### config.mk
export PLATFORM = sky130hd
export DESIGN_NAME = muxbus_slave
export DESIGN_NICKNAME = d
export VERILOG_FILES = /design/src/rtl/muxbus_pkg.sv /design/src/rtl/muxbus_ctrl.sv /design/src/rtl/muxbus_dpath.sv /design/src/rtl/muxbus_slave.sv
export SDC_FILE = /design/constraint.sdc
export NUM_CORES = 1
export LEC_CHECK = 0
export CORE_UTILIZATION = 42
export CTS_BUF_LIST = sky130_fd_sc_hd__clkbuf_16
export CTS_CLUSTER_SIZE = 40
export DETAILED_ROUTE_END_ITERATION = 10
export DONT_BUFFER_PORTS = 1
export GPL_ROUTABILITY_DRIVEN = 0
export PLACE_DENSITY_LB_ADDON = 0.2
export SYNTH_ARGS = -nofsm -noshare
export SYNTH_HDL_FRONTEND = slang
export SYNTH_SLANG_ARGS = --single-unit
### constraint.sdc
create_clock -name clk -period 4.6 [get_ports clk]
set_input_delay 0.23 -clock clk [delete_from_list [all_inputs] [get_ports clk]]
set_output_delay 0.23 -clock clk [all_outputs]
set_load 0.05 [all_outputs]
### src/rtl/muxbus_pkg.sv
package muxbus_pkg;

  // Strobes from control to datapath, all single-cycle except driveEn
  typedef struct packed {
    logic latchAddr;   // capture location from the bus
    logic captureRead; // copy addressed byte into the read holding register
    logic writeEn;     // write synchronised bus value into the array
    logic driveEn;     // level: read output enabled
  } busStrobes_t;

  // positions in the synchronised strobe vector (all active high)
  localparam int STB_ALE = 0;
  localparam int STB_RD  = 1;
  localparam int STB_WR  = 2;
  localparam int STB_CS  = 3;
  localparam int STB_NUM = 4;

endpackage

### src/rtl/muxbus_ctrl.sv
module muxbus_ctrl
  import muxbus_pkg::*;
#(
  parameter int DATA_WIDTH  = 8,
  parameter int SYNC_STAGES = 2
) (
  input  logic                  clk,
  input  logic                  rstN,
  input  logic                  aleIn,
  input  logic                  csN,
  input  logic                  rdN,
  input  logic                  wrN,
  input  logic [DATA_WIDTH-1:0] busIn,
  output logic [DATA_WIDTH-1:0] busSync,
  output busStrobes_t           strobes
);

  logic [SYNC_STAGES-1:0][STB_NUM-1:0]    stbPipe;
  logic [SYNC_STAGES-1:0][DATA_WIDTH-1:0] busPipe;
  logic [STB_NUM-1:0] stbRaw;
  logic [STB_NUM-1:0] stbNow;
  logic [2:0]         stbPrev;   // ale, rd, wr history
  logic               rdActive;
  logic               wrArmed;

  assign stbRaw[STB_ALE] = aleIn;
  assign stbRaw[STB_RD]  = ~rdN;
  assign stbRaw[STB_WR]  = ~wrN;
  assign stbRaw[STB_CS]  = ~csN;

  always_ff @(posedge clk or negedge rstN) begin
    if (!rstN) begin
      stbPipe <= '0;
      busPipe <= '0;
    end else begin
      stbPipe[0] <= stbRaw;
      busPipe[0] <= busIn;
      for (int s = 1; s < SYNC_STAGES; s++) begin
        stbPipe[s] <= stbPipe[s-1];
        busPipe[s] <= busPipe[s-1];
      end
    end
  end

  assign stbNow  = stbPipe[SYNC_STAGES-1];
  assign busSync = busPipe[SYNC_STAGES-1];

  always_ff @(posedge clk or negedge rstN) begin
    if (!rstN) stbPrev <= '0;
    else       stbPrev <= {stbNow[STB_WR], stbNow[STB_RD], stbNow[STB_ALE]};
  end

  logic aleFall, rdFall, wrFall, wrRise, selNow, rdNow;
  assign aleFall = stbPrev[0] & ~stbNow[STB_ALE];
  assign rdFall  = ~stbPrev[1] & stbNow[STB_RD];
  assign wrFall  = ~stbPrev[2] & stbNow[STB_WR];
  assign wrRise  = stbPrev[2] & ~stbNow[STB_WR];
  assign selNow  = stbNow[STB_CS];
  assign rdNow   = stbNow[STB_RD];

  // read window: opens on qualified strobe start, closes on strobe end or deselect
  always_ff @(posedge clk or negedge rstN) begin
    if (!rstN)                       rdActive <= 1'b0;
    else if (rdActive)               rdActive <= rdNow & selNow;
    else if (rdFall && selNow)       rdActive <= 1'b1;
  end

  // write qualification: selected at start, stays selected, no read overlap
  always_ff @(posedge clk or negedge rstN) begin
    if (!rstN)                            wrArmed <= 1'b0;
    else if (wrFall)                      wrArmed <= selNow & ~rdNow;
    else if (wrArmed && (!selNow || rdNow)) wrArmed <= 1'b0;
    else if (wrRise)                      wrArmed <= 1'b0;
  end

  always_comb begin
    strobes.latchAddr   = aleFall;
    strobes.captureRead = ~rdActive & rdFall & selNow;
    strobes.writeEn     = wrArmed & wrRise & selNow & ~rdNow;
    strobes.driveEn     = rdActive;
  end

endmodule

### src/rtl/muxbus_dpath.sv
module muxbus_dpath
  import muxbus_pkg::*;
#(
  parameter int DATA_WIDTH = 8,
  parameter int DEPTH      = 128
) (
  input  logic                  clk,
  input  logic                  rstN,
  input  logic [DATA_WIDTH-1:0] busSync,
  input  busStrobes_t           strobes,
  output logic [DATA_WIDTH-1:0] busOut,
  output logic                  busOe
);

  localparam int ADDR_BITS = $clog2(DEPTH);

  logic [ADDR_BITS-1:0]  addrQ;
  logic [DATA_WIDTH-1:0] mem [DEPTH];
  logic [DATA_WIDTH-1:0] readHold;

  always_ff @(posedge clk or negedge rstN) begin
    if (!rstN)                  addrQ <= '0;
    else if (strobes.latchAddr) addrQ <= busSync[ADDR_BITS-1:0];
  end

  always_ff @(posedge clk or negedge rstN) begin
    if (!rstN) begin
      for (int i = 0; i < DEPTH; i++) mem[i] <= '0;
    end else if (strobes.writeEn) begin
      mem[addrQ] <= busSync;
    end
  end

  always_ff @(posedge clk or negedge rstN) begin
    if (!rstN)                    readHold <= '0;
    else if (strobes.captureRead) readHold <= mem[addrQ];
  end

  assign busOut = readHold;
  assign busOe  = strobes.driveEn;

endmodule

### src/rtl/muxbus_slave.sv
module muxbus_slave
  import muxbus_pkg::*;
#(
  parameter int DATA_WIDTH  = 8,
  parameter int DEPTH       = 128,
  parameter int SYNC_STAGES = 2
) (
  input  logic                  clk,
  input  logic                  rstN,
  input  logic                  aleIn,
  input  logic                  csN,
  input  logic                  rdN,
  input  logic                  wrN,
  input  logic [DATA_WIDTH-1:0] busIn,
  output logic [DATA_WIDTH-1:0] busOut,
  output logic                  busOe
);

  busStrobes_t           strobes;
  logic [DATA_WIDTH-1:0] busSync;

  muxbus_ctrl #(
    .DATA_WIDTH (DATA_WIDTH),
    .SYNC_STAGES(SYNC_STAGES)
  ) ctrlI (
    .clk    (clk),
    .rstN   (rstN),
    .aleIn  (aleIn),
    .csN    (csN),
    .rdN    (rdN),
    .wrN    (wrN),
    .busIn  (busIn),
    .busSync(busSync),
    .strobes(strobes)
  );

  muxbus_dpath #(
    .DATA_WIDTH(DATA_WIDTH),
    .DEPTH     (DEPTH)
  ) dpathI (
    .clk    (clk),
    .rstN   (rstN),
    .busSync(busSync),
    .strobes(strobes),
    .busOut (busOut),
    .busOe  (busOe)
  );

endmodule

==> results.md, run 1 <==
* CP endpoint kind: flip-flop
* Worst-path fanout max at 39
* Pleak at ~28 nW
* Synthesized area at 0.0503 mm²
* Root buf cell: clkbuf_16
* Post-synth EDFFs at 0
* # hold bufs at CTS at 12
* Final wirelength at ~140000 µm
* Routed vias at 29669
* Post-synthesis sequential area ratio at between 50% and 60%
* Post-Route Skew at 0.0394 ns
* Final period util at about four fifths
* Post-route ant nets at 0
* Largest net degree at the start of global routing at 1069
* Synthesized Nets at ~3500
* Non-Filler Instances at 5101
* Post-DR wirelength/cell at ~27 µm
* Maximum clock frequency at 0.276 GHz
* Yosys cell types at roughly 70
* Hold_ws at -0.000866 ns
* DP HPWL at 84300 µm
* Final non-filler cell area at ~0.056 mm²
* Worst-path clk slew at ~0.060 ns
* GRT Overall Usage at between 20% and 30%
* First-pass DRT Iterations at 8
* Worst Path Arrival at between 4 and 5 ns
* Gate Count Post-Synth at 3444
* CTS tree: built
* P per Cell Area at 374 mW/mm²
* Overflow after GRT at 0
* Outcome: complete, but fails checks
* FF-to-FF Start: dpathI.addrQ[1]
* Rel. slew slack at -11.8%
* Critical Path RT at 5.15 ns
* Final setup viols at 0
* FFs w/ async S/R, synth at between 90% and 100%
* Die Wd at around 350 µm
* Slew Limit Fails at roughly 260
* Unrepaired setup endpoints after global routing: false
* Clock sinks at approximately 1100
* CTS buffer count at ~120
* Critical path class: reg -> reg
* Post_cts resized at 0
* Die area at about 0.12 mm²
* Seq cells post-synth at between 1000 and 1500
* Area delta synth->final at 10.3%
* Initial antenna violation count at 2
* Layout net count at 3418
* Placed cells at 4867
* Initial Utilization at between 40 and 50%
* Via/cell ratio at between 5 and 6
* Ratio of cells with drive above 1 in the final layout at between 15 and 20%
* Most common cell after layout, fill and taps aside: dfrtp_1
* Max Buffers Root-to-Sink at 3
* Total chip power at slightly above 20 mW
* # H-tree levels at 3
* Postcts setup bufs at 0
* Top FF cell, synth: dfrtp_1
* DRC marker count from the first detailed-route iteration at 2237
* Global-route wire length before repair at between 200000 and 250000 µm
* FP Rows at 126
* Sum Neg Setup Slack at 0 ns
* Dpl cell area at 0.0516 mm²
* Startpoint Class: flip-flop
* Failing checks: hold timing, slew limit
* Min-Delay Path Class: in -> async
* Port Buffers at 0
* Vias in the first global route at around 31000
* Number of remaining DRC errors at 0
* Core area at between 0.1 and 0.15 mm²
* Crit path launch: dpathI.addrQ[1]
* Most frequent cells in the layout: dfrtp_1 (1057), mux2_1 (880), mux2i_1 (265)
* Yosys warns at 0
* Hold Fails Final Rpt at 3
* Die Ht at between 300 and 400 µm
* Min Tclk post-route at roughly 3.6 ns
* Worst-skew pair later-pin latency at ~0.72 ns
* Avg Cell Area, Syn at around 15 µm²
* Peak VDD IR at 0.328 mV
* Worst Tran Pin Value at about 1.7 ns
* Num ports at 23
* Max-capacitance violation count at 0
-- through the flow --
stage / hold slack (ns) / worst slack, ns / utilization [%]
global route: 0.00632 / 0.566 / 46.9
global placement: 0.0487 / 1.02 / 43.6
detailed placement: 0.0460 / 1.06 / 43.6
finish: -0.000866 / 0.975 / 46.9
floorplan: -0.0656 / 2.59 / -
CTS: -0.707 / 1.07 / 46.8
-- area by class of cell --
type / instances / area [µm²]
antenna: 2 / 5.00
clock buffer: 118 / 2950
clock inverter: 96 / 692
fill: 10444 / 62900
inverter: 26 / 97.6
multi-input combinational: 2094 / 22000
sequential: 1068 / 26800
tap: 1600 / 2000
timing repair buffer: 97 / 986
-- flip-flops by register name, summed over array words and instances (netlist names) --
register and flops:
dpathI.busOut 8, ctrlI.busSync 8, ctrlI.wrArmed 1, ctrlI.stbNow 4
ctrlI.busPipe 8, dpathI.mem 1024, ctrlI.stbPipe 4, ctrlI.stbPrev 3
dpathI.addrQ 7, ctrlI.rdActive 1
-- cell families (layout without fill, tap and decap cells) --
kind of cell           Yosys count  in the layout  synth area share (%)
multiplexers                  1389           1389                  32.0
flip-flops                    1068           1068                  53.1
AO/OA/AOI/OAI                  402            402                  5.63
AND/OR/NAND/NOR                303            303                  6.06
buffers and inverters          282            337                  3.17
other                            0              2                     0
-- critical path, stage by stage, from the launching register on --
cell and delay, ns:
dfrtp_4 0.83, nand2b_2 0.70, buf_4 0.35, o22ai_1 0.09, o21ai_0 0.49, nand4_1 0.19, a21oi_1 0.57, a31oi_1 0.19
-- synthesized netlist by cell type (12+ instances only) --
library cell / n / area, µm²
o221ai_1: 17 / 149
a221oi_1: 43 / 377
buf_4: 30 / 225
o21ai_0: 50 / 250
a21oi_1: 30 / 150
a22oi_1: 17 / 128
nand2_8: 17 / 340
mux2_2: 172 / 1940
clkbuf_1: 147 / 552
mux2_1: 880 / 9910
mux2i_1: 265 / 2650
buf_6: 28 / 315
o21ai_1: 19 / 95.1
nor2_4: 90 / 1010
inv_1: 23 / 86.3
dfrtp_1: 1068 / 26700
nand3_1: 14 / 70.1
a22o_1: 12 / 105
nor2_8: 43 / 861
mux4_2: 72 / 1620
buf_2: 36 / 180
nand2_1: 39 / 146
a221o_1: 28 / 280
nor2b_1: 12 / 75.1
nor2_1: 25 / 93.8
o22ai_1: 118 / 738
-- routing by layer --
layer	global-route usage [%]	vias up	share of wire (%)
li1	-	12786	-
met1	33.3	15899	46
met2	35.7	728	46
met3	3.44	256	4.8
met4	6.72	0	3.2
met5	0	-	0
-- path summary, 6_finish.rpt --
| path | end | slack, ns | cells past startpoint |
|---|---|---|---|
| setup / recovery | dpathI.busOut[4] | 0.97 | 7 |
| hold / removal | dpathI.mem[438] | -0.0009 | 1 |
| setup reg to reg | dpathI.busOut[4] | 0.97 | 7 |
| hold reg to reg | ctrlI.stbNow[3] | 0.35 | 0 |
| max in group asynchronous | ctrlI.busSync[3] | 1.00 | 4 |
| min in group clk | ctrlI.busPipe[3] | 0.09 | 1 |
-- power by group --
group | total [mW] | internal (mW) | switching [mW]
Combinational | 1.98 | 0.535 | 1.45
Sequential | 9.75 | 9.46 | 0.296
Clock | 9.06 | 5.17 | 3.89
Total | 20.8 | 15.2 | 5.63
Power figures use the tool's default switching activity.
==> run 2: changes to the inputs <==
==> constraint.sdc (replaced) <==
create_clock -name clk -period 3.3 [get_ports clk]
set_input_delay 0.165 -clock clk [delete_from_list [all_inputs] [get_ports clk]]
set_output_delay 0.165 -clock clk [all_outputs]
set_load 0.05 [all_outputs]
==> run 2 against run 1 <==
  * The run ends with hold timing left
  * Cell count increased by 1.2%
  * Final area increased by 1.3%
  * Clock skew up 0.013 ns
  * Hold slack worse by 0.85 ns
  * Flip-flop and latch count is the same
  * First-iteration DRC count shrank 15%
  * Combinational power increased by 49%
  * Critical endpoint is now dpathI.busOut[6]
  * Largest cell class unchanged
  * Largest power group unchanged
==> results.md, run 2 (synthesis results as in run 1) <==
* Outcome: complete, but fails checks (unchanged)
* Failing checks: hold timing (was hold timing, slew limit)
* Post-DR wirelength/cell at 26.5 µm (was 27.0 µm)
* Reg2Reg Depth at 9 (was 7)
* Most frequent cells in the layout: dfrtp_1 (1057), mux2_1 (880), mux2i_1 (265) (unchanged)
* Via/cell ratio at 5.73 (was 5.82)
* Routed vias at 29549 (was 29669)
* Startpoint Class: flip-flop (unchanged)
* Worst Tran Pin Value at 1.14 ns (was 1.68 ns)
* Die Wd at 348 µm (unchanged)
* CTS tree: built (unchanged)
* Layout net count at 3485 (was 3418)
* Overflow after GRT at 0 (unchanged)
* Worst Path Arrival at 3.68 ns (was 4.18 ns)
* Maximum clock frequency at 0.322 GHz (was 0.276 GHz)
* DP HPWL at 86300 µm (was 84300 µm)
* Buf/Inv on CP at 3 (was 1)
* Worst-path fanout max at 35 (was 39)
* Post-route ant nets at 0 (unchanged)
* Most common cell after layout, fill and taps aside: dfrtp_1 (unchanged)
* Ratio of cells with drive above 1 in the final layout at 20.6% (was 19.2%)
* Largest net degree at the start of global routing at 1069 (unchanged)
* Min Tclk post-route at 3.10 ns (was 3.63 ns)
* Area delta synth->final at 11.8% (was 10.3%)
* Critical-path cell list: buf_12 > buf_4 > buf_12 > mux2i_1 > o22ai_1 > o21ai_0 > o211ai_1 > o21ai_1 > a31oi_1 (was nand2b_2 > buf_4 > o22ai_1 > o21ai_0 > nand4_1 > a21oi_1 > a31oi_1)
* Worst-skew pair later-pin latency at 0.73 ns (was 0.72 ns)
* Global-route wire length before repair at 210000 µm (about the same)
* P per Cell Area at 515 mW/mm² (was 374 mW/mm²)
* Most Frequent Cell on Critical Path: buf_12
* Postcts setup bufs at 0 (unchanged)
* Critical Path RT at 3.88 ns (was 5.15 ns)
* Max-capacitance violation count at 0 (unchanged)
* Worst path slowest cell: o21ai_0 (was dfrtp_4)
* Final core occ at 47.5% (was 46.9%)
* Non-Filler Instances at 5160 (was 5101)
* Final setup viols at 0 (unchanged)
* CTS buffer count at 118 (was 117)
* Hold Fails Final Rpt at 176 (was 3)
* Worst-path clk slew at 0.06 ns (about the same)
* Root buf cell: clkbuf_16 (unchanged)
* Num ports at 23 (unchanged)
* FP Rows at 126 (unchanged)
* Critical path class: reg -> reg (unchanged)
* Pre-CTS WS at -0.00895 ns (was 1.06 ns)
* DRC marker count from the first detailed-route iteration at 1893 (was 2237)
* Max incr delay on CP at 0.51 ns (was 0.83 ns)
* Die Ht at 348 µm (unchanged)
* Die area at 0.121 mm² (unchanged)
* Initial Utilization at 42.5% (unchanged)
* Peak VDD IR at 0.464 mV (was 0.328 mV)
* PnR worst setup slack at 0.196 ns (was 0.975 ns)
* Final wirelength at 137000 µm (was 138000 µm)
* CP delay by family, top: compound AO/OA/AOI/OAI gates (unchanged)
* Post-Route Skew at 0.0524 ns (was 0.0394 ns)
* Initial antenna violation count at 1 (was 2)
* Cell count along the critical path at 9 (was 7)
* CP endpoint kind: flip-flop (unchanged)
* Rel. slew slack at 24.0% (was -11.8%)
* Unrepaired setup endpoints after global routing: false (unchanged)
* Max Buffers Root-to-Sink at 3 (unchanged)
* Clock sinks at 1068 (unchanged)
* First-pass DRT Iterations at 6 (was 8)
* Largest register by flop count: dpathI.mem (unchanged)
* Pleak at 28.2 nW (was 27.8 nW)
* Placed cells at 4924 (was 4867)
* Port Buffers at 0 (unchanged)
* # H-tree levels at 3 (unchanged)
* GRT Overall Usage at 23.0% (about the same)
* # hold bufs at CTS at 21 (was 12)
* Number of remaining DRC errors at 0 (unchanged)
* Hold_ws at -0.849 ns (was -0.000866 ns)
* Min-Delay Path Class: in -> async (unchanged)
* Core area at 0.118 mm² (unchanged)
* Slew Limit Fails at 0 (was 262)
* Max FFs per register at 1024 (unchanged)
* Final period util at 94.1% (was 78.8%)
* Vias in the first global route at 30923 (was 30519)
run 2: changes by cell type in the layout (fill, tap and decap cells not counted), moves of 2 or more:
cell,delta
buf_4,+40
buf_12,+17
inv_1,-9
dlygate4sd3_1,+8
bufinv_16,-3
clkbuf_16,+3
clkinv_4,+3
inv_6,-2
o21ai_0,-2
o21ai_1,+2
run 2: final cells by class:
class	count	area, µm²
flip-flops and latches	1068	26800
multi-input cells	2094	22000
diodes	1	2.50
fillers	10369	62100
inverters	26	97.6
well taps	1600	2000
repair buffers	163	1730
clock inverters	88	627
clock buffers	120	3000
run 2: power by group:
part	internal (mW)	leakage [nW]	switching, mW
combinational	0.899	11.5	2.05
sequential	13.2	14.8	0.353
clock	7.08	1.86	5.43
total	21.2	28.2	7.83
run 2: worst paths after layout:
check	startpoint	endpoint	slack, ns
max	dpathI.addrQ[0]	dpathI.busOut[6]	0.20
min	rstN	dpathI.mem[366]	-0.85
max reg2reg	dpathI.addrQ[0]	dpathI.busOut[6]	0.20
min reg2reg	ctrlI.stbPipe[0]	ctrlI.stbNow[0]	0.34
max in group asynchronous	rstN	ctrlI.busSync[1]	0.71
min in group clk	csN	ctrlI.stbPipe[3]	0.05
run 2: through the flow:
stage          area (µm²)  setup TNS [ns]  hold slack (ns)  power (mW)
2_1_floorplan       50300               0           -0.131        15.4
3_3_place_gp        52300         -0.0170          -0.0261        16.4
3_5_place_dp        52300        -0.00895          -0.0224        16.4
4_1_cts             56100               0           -0.797        29.0
5_1_grt             56300               0           -0.895        30.0
6_report            56300               0           -0.849        29.0
run 2: metal layers:
| layer | wire [µm] | global-route usage [%] | vias up |
|---|---|---|---|
| met5 | 14 | 0 | - |
| met4 | 4360 | 7.20 | 2 |
| met3 | 7360 | 4.79 | 217 |
| met2 | 62800 | 35.7 | 649 |
| met1 | 62400 | 32.1 | 15762 |
| li1 | - | - | 12919 |
run 2: timing repair:
item	CTS	global route
resized for setup	1	1
setup endpoints to repair	1	184
cloned	0	1
hold endpoints to repair	1080	176
==> run 3: changes to the inputs <==
--- a/config.mk
+++ b/config.mk
@@ -11,7 +11,7 @@
 export DETAILED_ROUTE_END_ITERATION = 10
 export DONT_BUFFER_PORTS = 1
 export GPL_ROUTABILITY_DRIVEN = 0
-export PLACE_DENSITY_LB_ADDON = 0.2
+export PLACE_DENSITY = 0.64
 export SYNTH_ARGS = -nofsm -noshare
 export SYNTH_HDL_FRONTEND = slang
 export SYNTH_SLANG_ARGS = --single-unit
==> run 3 against run 2 <==
  * The flow still finishes with violations (hold timing)
  * Final area hardly changed
  * Count of clock-buffer cells in the layout fell by 4
  * Die area unchanged
  * Setup slack got worse by 0.054 ns
  * Clock skew down 0.017 ns
==> results.md, run 3 (synthesis results as in run 1) <==
* Min Tclk post-route at 3.16 ns (was 3.10 ns)
* Clock sinks at 1068 (unchanged)
* Post-Route Skew at 0.0351 ns (was 0.0524 ns)
* GRT Overall Usage at 22.3% (was 23.0%)
* Outcome: complete, but fails checks (unchanged)
* Most frequent cells in the layout: dfrtp_1 (1057), mux2_1 (880), mux2i_1 (265) (unchanged)
* Min-Delay Path Class: in -> async (unchanged)
* Hold Fails Final Rpt at 512 (was 176)
* FP Rows at 126 (unchanged)
* Initial Utilization at 42.5% (unchanged)
* GR Util met1 at 32.4% (was 32.1%)
* Area occupied by multi-input gates at 0.0220 mm² (about the same)
* Peak VDD IR at 0.447 mV (was 0.464 mV)
* Maximum clock frequency at 0.317 GHz (was 0.322 GHz)
* Failing checks: hold timing (unchanged)
* Sequential cell area at 0.0268 mm² (unchanged)
* Num ports at 23 (unchanged)
* Overflow after GRT at 0 (unchanged)
* Pleak at 28.2 nW (about the same)
* Final wirelength at 134000 µm (was 137000 µm)
* Worst Path Arrival at 3.75 ns (was 3.68 ns)
* CP endpoint kind: flip-flop (unchanged)
* Die Ht at 348 µm (unchanged)
* Grt met3 use at 3.71% (was 4.79%)
* Root buf cell: clkbuf_16 (unchanged)
* Buf/Inv on CP at 4 (was 3)
* Ratio of cells with drive above 1 in the final layout at 20.4% (was 20.6%)
* Post_cts resized at 0 (was 1)
* First-pass DRT Iterations at 5 (was 6)
* CTS buffer count at 114 (was 118)
* Worst Tran Pin Value at 1.12 ns (was 1.14 ns)
* Final period util at 95.7% (was 94.1%)
* Startpoint Class: flip-flop (unchanged)
* Die area at 0.121 mm² (unchanged)
* Worst-skew pair later-pin latency at 0.73 ns (about the same)
* Worst-path clk slew at 0.06 ns (about the same)
* Critical path class: reg -> reg (unchanged)
* Initial antenna violation count at 0 (was 1)
* Most common cell after layout, fill and taps aside: dfrtp_1 (unchanged)
* Worst-path fanout max at 15 (was 35)
* Gr busiest metal: met2 (unchanged)
* Worst path slowest cell: dfrtp_4 (was o21ai_0)
* Routed vias at 29657 (was 29549)
* Slew Limit Fails at 0 (unchanged)
* Max incr delay on CP at 0.52 ns (was 0.51 ns)
* # H-tree levels at 3 (unchanged)
* Vias in the first global route at 30070 (was 30923)
* Post-route ant nets at 0 (unchanged)
* DRC marker count from the first detailed-route iteration at 2425 (was 1893)
* P per Cell Area at 515 mW/mm² (about the same)
* Max-capacitance violation count at 0 (unchanged)
* Unrepaired setup endpoints after global routing: false (unchanged)
* Rel. slew slack at 24.4% (was 24.0%)
* Met2 Usage GRT at 34.4% (was 35.7%)
* CTS tree: built (unchanged)
* Post-DR wirelength/cell at 25.9 µm (was 26.5 µm)
* Postcts setup bufs at 0 (unchanged)
* Max Buffers Root-to-Sink at 3 (unchanged)
* Critical Path RT at 3.89 ns (was 3.88 ns)
* Area delta synth->final at 11.8% (about the same)
* Critical-path cell list: buf_12 > buf_12 > buf_4 > buf_4 > mux2i_1 > o22ai_1 > o21ai_0 > nand4_1 > a21oi_1 > a31oi_1 (was buf_12 > buf_4 > buf_12 > mux2i_1 > o22ai_1 > o21ai_0 > o211ai_1 > o21ai_1 > a31oi_1)
* Number of remaining DRC errors at 0 (unchanged)
* Die Wd at 348 µm (unchanged)
* Largest register by flop count: dpathI.mem (unchanged)
* Sum Neg Setup Slack at 0 ns (unchanged)
* Final setup viols at 0 (unchanged)
* CP delay by family, top: compound AO/OA/AOI/OAI gates (unchanged)
* Max FFs per register at 1024 (unchanged)
* DP HPWL at 82600 µm (was 86300 µm)
* Fillers at 10287 (was 10369)
* # hold bufs at CTS at 21 (unchanged)
* Via/cell ratio at 5.75 (was 5.73)
* Port Buffers at 0 (unchanged)
* Global-route wire length before repair at 205000 µm (was 210000 µm)
* Hold_ws at -0.839 ns (was -0.849 ns)
* Largest net degree at the start of global routing at 1069 (unchanged)
* Layout net count at 3471 (was 3485)
* Core area at 0.118 mm² (unchanged)
==> run 3: cell types whose count changed in the layout (fill, tap and decap cells not counted), moves of 2 or more <==
cell,previous run,this run
buf_4,109,92
buf_12,27,35
o21ai_1,21,19
bufinv_16,7,9
clkinv_4,3,1
clkinvlp_4,3,0
clkinv_2,17,26
o21ai_0,48,50
clkbuf_16,121,116
clkinv_1,31,36
clkinv_8,1,3
==> run 3: final timing paths <==
path | end | cells past startpoint | slack (ns) | startpoint
setup / recovery | dpathI.busOut[4] | 10 | 0.14 | dpathI.addrQ[0]
hold / removal | dpathI.mem[509] | 0 | -0.84 | rstN
setup reg to reg | dpathI.busOut[4] | 10 | 0.14 | dpathI.addrQ[0]
hold reg to reg | ctrlI.busSync[0] | 0 | 0.33 | ctrlI.busPipe[0]
max in group asynchronous | ctrlI.stbPipe[3] | 3 | 1.33 | rstN
min in group clk | ctrlI.stbPipe[2] | 2 | 0.07 | wrN
==> run 3: power by group <==
group	internal, mW	switching [mW]	leakage [nW]
sequential	13.2	0.316	14.8
combinational	0.925	2.07	11.5
clock	7.04	5.42	1.87
total	21.2	7.81	28.2
==> run 3: metal layers <==
| metal | vias up | share of wire, % |
|---|---|---|
| li1 | 12880 | - |
| met1 | 15831 | 46 |
| met2 | 735 | 46 |
| met3 | 211 | 5.0 |
| met4 | 0 | 2.7 |
| met5 | - | 0 |
==> run 3: worst register-to-register path, delay by kind of cell, from the launching register on <==
kind	cells	cell delay [ns]
buffers and inverters	4	0.91
AO/OA/AOI/OAI	4	0.97
flip-flops	1	0.52
multiplexers	1	0.42
AND/OR/NAND/NOR	1	0.23
==> run 3: layout make-up <==
type | instances | share of cell area [%]
diodes | 2 | 0.00890
flip-flops and latches | 1068 | 47.6
well taps | 1600 | 3.56
clock buffers | 116 | 5.16
clock inverters | 100 | 1.25
inverters | 26 | 0.174
repair buffers | 153 | 3.09
multi-input cells | 2094 | 39.2
==> run 3: per-stage QoR <==
step	total power [mW]	setup slack (ns)	area (µm²)	utilization [%]	cells
finish	29.0	0.142	56200	47.5	5159
global route	29.9	0.0222	56200	47.5	5157
CTS	29.0	0.165	56100	47.4	5152
detailed placement	16.5	0.186	52300	44.2	4915
global placement	16.4	0.109	52300	44.2	4915
floorplan	15.4	1.29	50300	-	3444
